--- src/rtl/usb_ep_pkg.sv ---
package usb_ep_pkg;
  localparam int STAT_W = 16;
  localparam int B_HALT = 15;
  localparam int B_DIR  = 14;
  localparam int B_PRES = 13;
  localparam int INT_LO = 2;
  localparam int N_INT  = 4;
  localparam int INT_HI = INT_LO + N_INT - 1;

  // flag order follows bit order 5..2
  typedef struct packed {
    logic eot;
    logic eop;
    logic unhalt;
    logic halt;
  } ep_flags_t;
endpackage

--- src/rtl/ep_halt_tracker.sv ---
module ep_halt_tracker (
  input  logic clk,
  input  logic rst,
  input  logic stall,
  input  logic set_req,
  input  logic clr_req,
  output logic halt_q,
  output logic rise_ev,
  output logic fall_ev
);
  logic halt_d;

  // a set or stall beats a simultaneous clear
  always_comb begin
    halt_d = halt_q;
    if (stall || set_req)
      halt_d = 1'b1;
    else if (clr_req)
      halt_d = 1'b0;
  end

  assign rise_ev = !halt_q && halt_d;
  assign fall_ev = halt_q && !halt_d;

  always_ff @(posedge clk) begin
    if (rst) halt_q <= 1'b0;
    else     halt_q <= halt_d;
  end
endmodule

--- src/rtl/ep_xfer_detect.sv ---
module ep_xfer_detect #(
  parameter int LEN_W = 11
) (
  input  logic             clk,
  input  logic             rst,
  input  logic             pkt_done,
  input  logic [LEN_W-1:0] pkt_len,
  input  logic             pkt_zlp,
  input  logic [LEN_W-1:0] max_len,
  output logic             eop_ev,
  output logic             eot_ev
);
  logic prev_full_q;
  logic full_pkt;

  assign full_pkt = !pkt_zlp && (pkt_len >= max_len);
  assign eop_ev   = pkt_done;

  always_comb begin
    eot_ev = 1'b0;
    if (pkt_done) begin
      if (pkt_zlp)        eot_ev = prev_full_q;
      else if (!full_pkt) eot_ev = 1'b1;
    end
  end

  always_ff @(posedge clk) begin
    if (rst)           prev_full_q <= 1'b0;
    else if (pkt_done) prev_full_q <= full_pkt;
  end
endmodule

--- src/rtl/ep_int_reg.sv ---
module ep_int_reg #(
  parameter int N = 4
) (
  input  logic         clk,
  input  logic         rst,
  input  logic [N-1:0] set_ev,
  input  logic [N-1:0] clr_mask,
  output logic [N-1:0] flag_q,
  output logic [N-1:0] flag_d
);
  for (genvar i = 0; i < N; i++) begin : g_bit
    // hardware set has priority over a CPU clear
    assign flag_d[i] = set_ev[i] | (flag_q[i] & ~clr_mask[i]);

    always_ff @(posedge clk) begin
      if (rst) flag_q[i] <= 1'b0;
      else     flag_q[i] <= flag_d[i];
    end
  end
endmodule

--- src/rtl/usb_ep_status.sv ---
module usb_ep_status
  import usb_ep_pkg::*;
#(
  parameter int LEN_W = 11
) (
  input  logic              clk,
  input  logic              rst,
  input  logic              pkt_done,
  input  logic [LEN_W-1:0]  pkt_len,
  input  logic              pkt_zlp,
  input  logic              stall_sent,
  input  logic              set_halt_req,
  input  logic              clr_halt_req,
  input  logic              cfg_dir_in,
  input  logic              cfg_present,
  input  logic [LEN_W-1:0]  cfg_max_len,
  input  logic [N_INT-1:0]  irq_en,
  input  logic              cpu_wr,
  input  logic [STAT_W-1:0] cpu_wdata,
  output logic [STAT_W-1:0] status,
  output logic              irq,
  output logic              nak_force
);
  logic      halt_q, halt_rise, halt_fall;
  logic      eop_ev, eot_ev;
  logic      dir_q, pres_q, irq_q;
  ep_flags_t set_ev, clr_mask, flag_q, flag_d;
  logic      unused_wbits;

  assign unused_wbits = ^{cpu_wdata[STAT_W-1:INT_HI+1], cpu_wdata[INT_LO-1:0]};

  ep_halt_tracker u_halt (
    .clk(clk), .rst(rst), .stall(stall_sent), .set_req(set_halt_req),
    .clr_req(clr_halt_req), .halt_q(halt_q), .rise_ev(halt_rise),
    .fall_ev(halt_fall)
  );

  ep_xfer_detect #(.LEN_W(LEN_W)) u_xfer (
    .clk(clk), .rst(rst), .pkt_done(pkt_done), .pkt_len(pkt_len),
    .pkt_zlp(pkt_zlp), .max_len(cfg_max_len), .eop_ev(eop_ev), .eot_ev(eot_ev)
  );

  always_comb begin
    set_ev.eot    = eot_ev;
    set_ev.eop    = eop_ev;
    set_ev.unhalt = halt_fall;
    set_ev.halt   = halt_rise;
    clr_mask      = cpu_wr ? ep_flags_t'(cpu_wdata[INT_HI:INT_LO]) : '0;
  end

  ep_int_reg #(.N(N_INT)) u_flags (
    .clk(clk), .rst(rst), .set_ev(set_ev), .clr_mask(clr_mask),
    .flag_q(flag_q), .flag_d(flag_d)
  );

  always_ff @(posedge clk) begin
    if (rst) begin
      dir_q  <= 1'b0;
      pres_q <= 1'b0;
      irq_q  <= 1'b0;
    end else begin
      dir_q  <= cfg_dir_in;
      pres_q <= cfg_present;
      irq_q  <= |(flag_d & irq_en);
    end
  end

  always_comb begin
    status                = '0;
    status[B_HALT]        = halt_q;
    status[B_DIR]         = dir_q;
    status[B_PRES]        = pres_q;
    status[INT_HI:INT_LO] = flag_q;
  end

  assign irq       = irq_q;
  assign nak_force = !dir_q && flag_q.eot;
endmodule

--- config.mk ---
export PLATFORM = sky130hd
export DESIGN_NAME = usb_ep_status
export DESIGN_NICKNAME = d
export VERILOG_FILES = /design/src/rtl/usb_ep_pkg.sv /design/src/rtl/ep_halt_tracker.sv /design/src/rtl/ep_xfer_detect.sv /design/src/rtl/ep_int_reg.sv /design/src/rtl/usb_ep_status.sv
export SDC_FILE = /design/constraint.sdc
export NUM_CORES = 1
export LEC_CHECK = 0
export BUFFER_PORTS_ARGS = -buffer_cell sky130_fd_sc_hd__buf_4
export CORE_MARGIN = 3
export CORE_UTILIZATION = 40
export CTS_CLUSTER_DIAMETER = 100
export DETAILED_ROUTE_END_ITERATION = 10
export PLACE_DENSITY = 0.92
export SLEW_MARGIN = 20
export SYNTH_ARGS = -nofsm -noshare
export SYNTH_HDL_FRONTEND = slang
export SYNTH_HIERARCHICAL = 1
export SYNTH_SLANG_ARGS = --single-unit
--- constraint.sdc ---
create_clock -name clk -period 3.39 [get_ports clk]
set_input_delay 0.678 -clock clk [delete_from_list [all_inputs] [get_ports clk]]
set_output_delay 0.678 -clock clk [all_outputs]
set_load 0.01 [all_outputs]
==> results_dict.tcl <==
set metrics [dict create \
    fmax_mhz 529 \
    status "completed" \
    grt_antenna_before_repair 0 \
    kind_of_capture_point_of_the_worst_setup_path "flop" \
    core_area_mm2 0.00178 \
    final_critical_path_setup_slack_ns 1.50 \
    maxCapViolCount 0 \
    multi_input_comb_area_um2 483 \
    synth_top_family_by_area "simple AND/OR/NAND/NOR gates" \
    grt_pass1_wl_um 2870 \
    post_synth_num_cell_types 25 \
    area_of_all_sequential_standard_cells_um2 180 \
    clk_pin_slew_worst_paths_ns 0.06 \
    placement.cell_area_mm2 0.00111 \
    design_area_mm2 0.00114 \
    crit_path_start_kind "input pin" \
    power.clock.fraction_pct 27.3 \
    grt_overflow 0 \
    setup_violation_total_in_the_final_timing_report 0 \
    leading_area_contributor_after_synthesis "dfxtp_1" \
    worst_path_most_repeated_cell "a21oi_1" \
    via_per_inst 4.46 \
    most_used_cells_in_the_layout_excluding_fill_and_tap_cells "48 x buf_4, 15 x inv_1, 11 x a21oi_1, 11 x ha_1" \
    area_of_the_die_mm2 0.00254 \
    post_synth_xor_area_fraction_pct 0 \
    cp.required_ns 3.59 \
    fillerInstances 158 \
    crit_path_cell_trace "buf_4 -> ha_1 -> a21oi_1 -> o21ai_1 -> o41ai_1 -> inv_1 -> nand2_1 -> a22oi_1 -> a21oi_1" \
    synthMuxAreaShare_pct 0 \
    clock_latency_ns 0.26 \
    routed_wire_length_per_instance_um 10.3 \
    totalNegativeSetupSlack_ns 0 \
    cts_max_level 1 \
    synth_simple_gate_area_share_pct 24.8 \
    core.rowCount 15 \
    cts_tree "built" \
    final_period_minus_worst_setup_slack_ns 1.89 \
    synth_compound_area_share_pct 14.8 \
    grt_setup_unrepaired "false" \
    finalNetCount 207 \
    worst-path-max-fanout 3 \
    place.port_buffers 48 \
    mappedNetlistArea_um2 787 \
    synth_seq_cells 9 \
    synth-adder-area-share_pct 17.5 \
    final_layout_size_suffix_gt1_share_pct 41.3 \
    cts-buffers-inserted 3 \
    power_per_cell_area_mw_per_mm2 268 \
    max-clock-path-buffers 2 \
    cp_data_arrival_time_ns 2.09 \
    die_height_um 50.4 \
    layout_commonest_cell "buf_4" \
    post-cts-setup-buffers 0 \
    area_growth_pct 44.5 \
    ys_warn_count 6 \
    route.final.wire_length_um 1730 \
    number_of_hold_buffers_added_after_cts 0 \
    antenna_violating_nets_post_route 0 \
    p_comb_share_pct 34.0 \
    synth_seq_area_share_pct 22.9 \
    number_of_clock_sinks 9 \
    number_of_global_route_vias_before_repair 737 \
    power.share.switching_pct 28.1 \
    global_route.usage.total_pct 14.7 \
    leakage_nw 0.629 \
    io_count 70 \
    number_of_standard_cells_after_synthesis 96 \
    crit_buf_inv 2 \
    slowest_delay_ns 0.36 \
    dp.cells 164 \
    hold_class "reg -> reg" \
    initialDrtViolationCount 4 \
    finish.cell_count_without_fillers 168 \
    dr.pass1.iters 3 \
    gpl.final_weighted_congestion 0.800 \
    initial_utilization_pct 44.1 \
    finalHoldViolCount 0 \
    cellInternalPower_mw 0.219 \
    synth_area_per_cell_um2 8.20 \
    die_width_um 50.4 \
    cts_root_buf "clkbuf_4" \
    p_sw_mw 0.0855 \
    inserted_diodes 0 \
    seqPwrFrac_pct 38.6 \
    number_of_drc_violations_after_detailed_routing 0 \
    final_min_period_over_clock_period_pct 55.8 \
    timing.final.max_slew_violations 0 \
    route.vias.total 750 \
    fin_skew_ns 0.00153 \
    timing.critical_path.max_delay_family "compound AO/OA/AOI/OAI gates" \
    synth.area.top_cells "dfxtp_1 23%, ha_1 17%, buf_4 12%" \
    largest_net_degree_at_the_start_of_global_routing 11 \
    crit_slowest_cell "o41ai_1" \
    detailedPlace.worstSlack_ns 1.24 \
    worst_ir_drop_vdd_uv 134 \
    timing.setup.critical_path_class "in -> reg" \
    synth_top_area_share_pct 22.9 \
    detailedPlacementHpwl_um 1500 \
    cts-resized-gates 0 \
]
-- flip-flops by register name, summed over array words and instances (netlist names) --
register            count
u_flags/flag_q          4
irq                     1
u_halt/halt_q           1
pres_q                  1
u_xfer/prev_full_q      1
dir_q                   1
-- logic make-up after synthesis --
kind of cell / count (synthesis)
adders and majority gates: 11
and+or+nand+nor: 29
DFF: 9
buffers and inverters: 28
other: 1
AOI/OAI and AO/OA: 18
-- cell usage after synthesis --
cell	count
inv_1	15
buf_4	13
a21oi_1	11
ha_1	11
dfxtp_1	9
nand2_1	5
and2_1	4
nand2b_4	4
nand3_1	3
nor2b_1	3
a22oi_1	2
nand2b_1	2
nand4_1	2
a211oi_2	1
a21o_1	1
and3_1	1
conb_1	1
nor2_1	1
nor2_2	1
nor3_1	1
o21ai_1	1
o31ai_2	1
o41ai_1	1
or2b_1	1
or3b_2	1
-- worst register-to-register path: stages (launching register included) --
cell	delay, ns
dfxtp_1	0.33
and3_1	0.15
inv_1	0.06
nand2_1	0.05
a22oi_1	0.17
a21oi_1	0.08
-- power by group through the flow --
stage	registers, mW	clock network [mW]	logic [mW]
after floorplan	0.122	0	0.0583
after global placement	0.120	0	0.100
after detailed placement	0.120	0	0.103
after CTS	0.118	0.0864	0.104
after global routing	0.119	0.0922	0.117
final	0.118	0.0832	0.104
-- final cells by class --
| cell class | instances | share of cell area, % |
|---|---|---|
| Clock buffer | 4 | 2.31 |
| Inverter | 15 | 4.95 |
| Multi-Input combinational cell | 67 | 42.5 |
| Sequential cell | 9 | 15.8 |
| Tap cell | 25 | 2.75 |
| Timing Repair Buffer | 48 | 31.7 |
-- layer usage --
layer	GRT usage, %	wire (um)
met3	3.86	112
met1	15.0	642
met2	27.0	922
met4	8.07	53
met5	0	0
-- final timing paths --
| path | from | slack [ns] | cells past startpoint | endpoint |
|---|---|---|---|---|
| worst min-delay path | u_flags/flag_q[2] | 0.50 | 2 | u_flags/flag_q[2] |
| worst min register to register | u_flags/flag_q[2] | 0.50 | 2 | u_flags/flag_q[2] |
| worst max register to register | u_halt/halt_q | 2.42 | 5 | irq |
| worst max-delay path | pkt_len[10] | 1.50 | 9 | irq |
-- through the flow --
step	util, %	hold slack [ns]	power (mW)
floorplan	-	0.466	0.180
global placement	62.3	0.488	0.220
detailed placement	62.3	0.498	0.223
CTS	63.8	0.506	0.308
global route	63.8	0.530	0.328
finish	63.8	0.501	0.304
No activity file was read; power rests on OpenSTA's default activity.
